==> config.mk <==
export PLATFORM = sky130hd
export DESIGN_NAME = lock_hb_pulser
export DESIGN_NICKNAME = d
export VERILOG_FILES = /design/src/rtl/hb_pkg.sv /design/src/rtl/hb_tick_gen.sv /design/src/rtl/hb_lock_watch.sv /design/src/rtl/hb_phase_cnt.sv /design/src/rtl/lock_hb_pulser.sv
export SDC_FILE = /design/constraint.sdc
export NUM_CORES = 1
export LEC_CHECK = 0
export ABC_CLOCK_PERIOD_IN_PS = 2600
export CORE_UTILIZATION = 50
export DETAILED_ROUTE_END_ITERATION = 10
export HOLD_SLACK_MARGIN = 0.03
export PLACE_DENSITY = 0.69
export SETUP_SLACK_MARGIN = 0.15
export SYNTH_ARGS = -nofsm -noshare
export SYNTH_HDL_FRONTEND = slang
export SYNTH_HIERARCHICAL = 1
export SYNTH_SLANG_ARGS = --single-unit
==> constraint.sdc <==
create_clock -name clk_i -period 2.6 [get_ports clk_i]
set_input_delay 0.26 -clock clk_i [delete_from_list [all_inputs] [get_ports clk_i]]
set_output_delay 0.26 -clock clk_i [all_outputs]
set_load 0.05 [all_outputs]
==> src/rtl/hb_pkg.sv <==
package hb_pkg;
  function automatic int unsigned hb_cnt_w(int unsigned n);
    return (n < 2) ? 1 : $clog2(n);
  endfunction

  typedef struct packed {
    logic tick;
    logic restart;
  } hb_ctl_t;
endpackage

==> src/rtl/hb_tick_gen.sv <==
module hb_tick_gen (
  input  logic clk_i,
  input  logic rst_ni,
  input  logic dbl_i,
  input  logic restart_i,
  output logic tick_o
);
  logic phase_q;

  always_ff @(posedge clk_i or negedge rst_ni) begin
    if (!rst_ni)        phase_q <= 1'b0;
    else if (restart_i) phase_q <= 1'b0;
    else if (dbl_i)     phase_q <= ~phase_q;
    else                phase_q <= 1'b0;
  end

  // double timing: one tick per two clocks, aligned to restart
  assign tick_o = ~dbl_i | phase_q;
endmodule

==> src/rtl/hb_lock_watch.sv <==
module hb_lock_watch (
  input  logic clk_i,
  input  logic rst_ni,
  input  logic lock_i,
  input  logic in_pulse_i,
  output logic lock_q_o,
  output logic restart_o
);
  logic lock_q;

  always_ff @(posedge clk_i or negedge rst_ni) begin
    if (!rst_ni) lock_q <= 1'b0;
    else         lock_q <= lock_i;
  end

  assign lock_q_o  = lock_q;
  // changes inside a pulse only retarget the period
  assign restart_o = (lock_i != lock_q) && !in_pulse_i;
endmodule

==> src/rtl/hb_phase_cnt.sv <==
module hb_phase_cnt #(
  parameter int unsigned PULSE_W       = 73728,
  parameter int unsigned UNLOCK_PERIOD = 1152000,
  parameter int unsigned LOCK_RATIO    = 16
) (
  input  logic clk_i,
  input  logic rst_ni,
  input  hb_pkg::hb_ctl_t ctl_i,
  input  logic locked_i,
  output logic in_pulse_o
);
  localparam int unsigned LOCK_PERIOD = UNLOCK_PERIOD * LOCK_RATIO;
  localparam int unsigned CNT_W       = hb_pkg::hb_cnt_w(LOCK_PERIOD);
  localparam logic [CNT_W-1:0] WIDTH_C = CNT_W'(PULSE_W);
  localparam logic [CNT_W-1:0] ULAST_C = CNT_W'(UNLOCK_PERIOD - 1);
  localparam logic [CNT_W-1:0] LLAST_C = CNT_W'(LOCK_PERIOD - 1);

  logic [CNT_W-1:0] cnt_q;
  logic [CNT_W-1:0] last;

  assign last = locked_i ? LLAST_C : ULAST_C;

  always_ff @(posedge clk_i or negedge rst_ni) begin
    if (!rst_ni)               cnt_q <= '0;
    else if (ctl_i.restart)    cnt_q <= '0;
    else if (ctl_i.tick) begin
      if (cnt_q >= last)       cnt_q <= '0;
      else                     cnt_q <= cnt_q + 1'b1;
    end
  end

  assign in_pulse_o = (cnt_q < WIDTH_C);
endmodule

==> src/rtl/lock_hb_pulser.sv <==
module lock_hb_pulser #(
  parameter int unsigned PULSE_W       = 73728,
  parameter int unsigned UNLOCK_PERIOD = 1152000,
  parameter int unsigned LOCK_RATIO    = 16
) (
  input  logic clk_i,
  input  logic rst_ni,
  input  logic lock_i,
  input  logic dbl_i,
  output logic led_o
);
  hb_pkg::hb_ctl_t ctl;
  logic locked_q;
  logic in_pulse;

  hb_lock_watch i_watch (
    .clk_i      (clk_i),
    .rst_ni     (rst_ni),
    .lock_i     (lock_i),
    .in_pulse_i (in_pulse),
    .lock_q_o   (locked_q),
    .restart_o  (ctl.restart)
  );

  hb_tick_gen i_tick (
    .clk_i     (clk_i),
    .rst_ni    (rst_ni),
    .dbl_i     (dbl_i),
    .restart_i (ctl.restart),
    .tick_o    (ctl.tick)
  );

  hb_phase_cnt #(
    .PULSE_W       (PULSE_W),
    .UNLOCK_PERIOD (UNLOCK_PERIOD),
    .LOCK_RATIO    (LOCK_RATIO)
  ) i_cnt (
    .clk_i      (clk_i),
    .rst_ni     (rst_ni),
    .ctl_i      (ctl),
    .locked_i   (locked_q),
    .in_pulse_o (in_pulse)
  );

  assign led_o = in_pulse;
endmodule

==> summary.md <==
| Metric | Value |
|---|---|
| Area Growth Syn to Fin | `27.5%` |
| Worst Path Required | `2850 ps` |
| CTS Sinks | `27` |
| GR peak layer | `met2` |
| Share of cells above drive strength 1 | `0.248` |
| Sequential fraction of the synthesis area | `0.391` |
| Cell Area, Placed | `0.00188 mm^2` |
| Final Hold Viols | `0` |
| LEAKAGE | `a little under 1 nW` |
| Worst hold-check path type | `in -> async` |
| Clock Skew | `8.52 ps` |
| Nets@finish | `230` |
| Actual slew at the worst max-slew pin | `359 ps` |
| Sw Pwr | `0.277 mW` |
| Core area | `0.00315 mm^2` |
| # IOs | `5` |
| Async SR Flop Fraction | `1.00` |
| Initial core utilization | `0.548` |
| Yosys warnings | `6` |
| Final ANT Viol Nets | `0` |
| DRT iter0 DRCs | `about 130` |
| Num CTS Buffers | `3` |
| Critical-path cell with the highest stage delay | `dfrtp_1` |
| I/O Buffers | `4` |
| Vias per cell | `6.45` |
| Power Dens Cells | `400 mW/mm^2` |
| Global router's overall resource usage | `0.267` |
| Via count | `1690` |
| RSZ-0062 raised after global routing | `yes` |
| Worst path arrival time | `~2700 ps` |
| Peak VDD IR | `between 0.0002 and 0.00025 V` |
| Clock slew seen by the registers of the worst setup and hold paths | `160 ps` |
| Final setup violation count | `0` |
| Status | `finished, final reports clean` |
| DR pass1 iterations | `4` |
| Crit path launch type | `flop` |
| Netlist Area Pre-Place | `0.00173 mm^2` |
| Multi-input gate area | `roughly 0.0011 mm^2` |
| Clock buffer depth | `2` |
| Tcrit/Tclk final | `0.953` |
| DRC violations left | `0` |
| TritonCTS clock tree | `done` |
| Vias in the first global route | `1487` |
| Maxcap violations | `0` |
| Register area | `~680 um^2` |
| First-pass GRT wire length | `7220 um` |
| Internal power | `slightly above 0.6 mW` |
| Buf/Inv on CP | `3` |
| Horiz. Die Dim | `60.8 um` |
| Synthesized area per cell | `between 8 and 9 um^2` |
| Dpl hpwl | `2740 um` |
| Final instance area | `0.00220 mm^2` |
| Clock Power Share | `0.219` |
| Fmax | `404 MHz` |
| H-tree levels | `1` |
| Grt met2 use | `0.441` |
| Most used flip-flop cell after synthesis | `dfrtp_1` |
| Relative max-transition margin | `0.760` |
| Synth Instances | `194` |
| Final setup margin | `about 120 ps` |
| Total power | `roughly 0.88 mW` |
| Logic gate share of total power | `0.222` |
| Worst path cell trace | `or3_4, nor3_4, o21ai_2, nor4_4, nor2_2, nor2_2, o2111ai_4, a21oi_4, buf_12, buf_12, buf_16, nand3_2, o311ai_1` |
| GRT met1 Usage | `0.369` |
| Netlist cell types | `44` |
| Worst path max stage delay | `between 400 and 500 ps` |
| Die height | `60.8 um` |
| Seq pwr share | `0.559` |
| Sw frac | `0.315` |
| Hold WS | `approximately 290 ps` |
| Met3 GRT Util | `0.0448` |
| Final antenna diode count | `0` |
| Place WS | `-43.2 ps` |
| Slew Viols, Final | `0` |
| Family with the most delay on the worst path | `simple AND/OR/NAND/NOR gates` |
| Grt ovf | `0` |
| Fill cell count | `between 200 and 250` |
| Post-Syn Nets | `205` |
| CTS root buffer | `clkbuf_4` |
| WL/cell | `19.0 um` |
| Crit Path Max Fanout | `6` |
| CP Class | `reg -> reg` |
| EDFF count, synth | `0` |
| Register bit count reported by yosys | `27` |
| CP Capture Type | `flop` |
| Clk Latency, worst-skew pair | `340 ps` |
| Pin count of the biggest net entering global routing | `28` |
| Rows | `20` |
| Min cycle time layout | `around 2500 ps` |
| Routed WL | `between 4000 and 5000 um` |
| Gpl congestion | `0.876` |
| Antenna violations before repair | `0` |
| Die Footprint | `0.00369 mm^2` |
-- synth_stat cells, types with 2 or more instances --
| library cell | instances | area, um^2 |
|---|---|---|
| buf_6 | 2 | 22.5 |
| clkbuf_1 | 3 | 11.3 |
| a21o_1 | 2 | 15.0 |
| a21oi_1 | 7 | 35.0 |
| nor2_1 | 18 | 67.6 |
| a211oi_1 | 4 | 30.0 |
| nand2_1 | 23 | 86.3 |
| nor4_1 | 2 | 12.5 |
| and3_1 | 14 | 87.6 |
| a221o_1 | 9 | 90.1 |
| nand3_1 | 14 | 70.1 |
| inv_1 | 7 | 26.3 |
| o311ai_0 | 3 | 26.3 |
| nand4_1 | 5 | 31.3 |
| nor3_1 | 4 | 20.0 |
| ha_1 | 7 | 87.6 |
| dfrtp_1 | 27 | 676 |
| o21ai_1 | 4 | 20.0 |
| or3_1 | 5 | 31.3 |
| nand2b_1 | 3 | 18.8 |
| o21ai_0 | 8 | 40.0 |
-- flip-flops by register name, indices dropped and copies added (netlist names) --
signal            flops
i_cnt/cnt_q          25
i_tick/phase_q        1
i_watch/lock_q_o      1
-- per-layer routing --
metal,vias to the layer above,wire [um]
li1,779,-
met1,847,2170
met2,51,2470
met3,13,221
met4,0,111
met5,-,0
-- power by group through the flow --
stage	Combinational (mW)	Sequential (mW)	Clock, mW
floorplan	0.0981	0.489	0
global placement	0.134	0.498	0
detailed placement	0.137	0.499	0
CTS	0.157	0.492	0.197
global route	0.212	0.499	0.215
finish	0.195	0.493	0.193
-- final timing paths --
path | endpoint | slack (ps) | depth (start not counted) | startpoint
worst min register to register | i_tick/phase_q | 460 | 1 | i_tick/phase_q
worst max register to register | i_cnt/cnt_q[18] | 120 | 13 | i_cnt/cnt_q[21]
worst min-delay path | i_cnt/cnt_q[20] | 290 | 2 | rst_ni
min in group clk_i | i_watch/lock_q_o | 400 | 1 | lock_i
max in group asynchronous | i_cnt/cnt_q[7] | 2050 | 2 | rst_ni
worst max-delay path | i_cnt/cnt_q[18] | 120 | 13 | i_cnt/cnt_q[21]
-- repair_timing --
action                                  CTS  global route
resized for setup                         7            16
cloned                                    1             3
hold buffers                              0             0
endpoints found under the setup margin   23            24
hold endpoints to repair                  0             0
setup buffers                             5             6
pin swaps                                 4             8
-- worst reg2reg max path, cell delays in order, from the launching register on --
cell and delay (ps):
dfrtp_1 430, or3_4 420, nor3_4 170, o21ai_2 100, nor4_4 170, nor2_2 80, nor2_2 150, o2111ai_4 160
a21oi_4 180, buf_12 150, buf_12 120, buf_16 120, nand3_2 60, o311ai_1 90
-- kinds of logic (layout without fill, tap and decap cells) --
group / Yosys count / count (layout) / synth area share
compound gates: 45 / 45 / 0.196
simple gates: 98 / 98 / 0.302
fa+ha+maj: 7 / 7 / 0.0507
buf+inv: 14 / 38 / 0.0420
flops: 27 / 27 / 0.391
mux: 2 / 2 / 0.0123
xor+xnor: 1 / 1 / 0.00507
-- cell usage in the layout (no fill, tap or decap), types with 2 or more instances in the layout --
cell type        instances
dfrtp_1                 27
nand2_1                 23
nor2_1                  16
buf_4                   16
and3_1                  13
nand3_1                 10
a221o_1                  9
inv_1                    7
ha_1                     7
o21ai_1                  6
o21ai_0                  5
nand4_1                  5
or3_1                    5
nor3_1                   4
a21oi_1                  4
clkbuf_4                 3
a211oi_1                 3
nand2b_1                 3
nand3_2                  3
a21oi_2                  3
buf_12                   3
clkdlybuf4s50_1          3
buf_6                    2
clkbuf_16                2
nor2_2                   2
o311ai_1                 2
-- per-stage QoR --
stage               setup TNS (ps)   util  std cells
floorplan                    -4230      -        194
global placement                 0  0.596        243
detailed placement           -53.1  0.596        243
CTS                              0  0.637        253
global route                 -17.4  0.698        262
finish                           0  0.698        262
-- final cells by class --
cell class | instances | share of cell area
Clock inverter | 1 | 0.00227
Timing Repair Buffer | 27 | 0.141
Inverter | 7 | 0.0119
Tap cell | 44 | 0.0250
Multi-Input combinational cell | 153 | 0.503
Sequential cell | 27 | 0.307
Clock buffer | 3 | 0.0102
(Power assumes the default switching activity.)
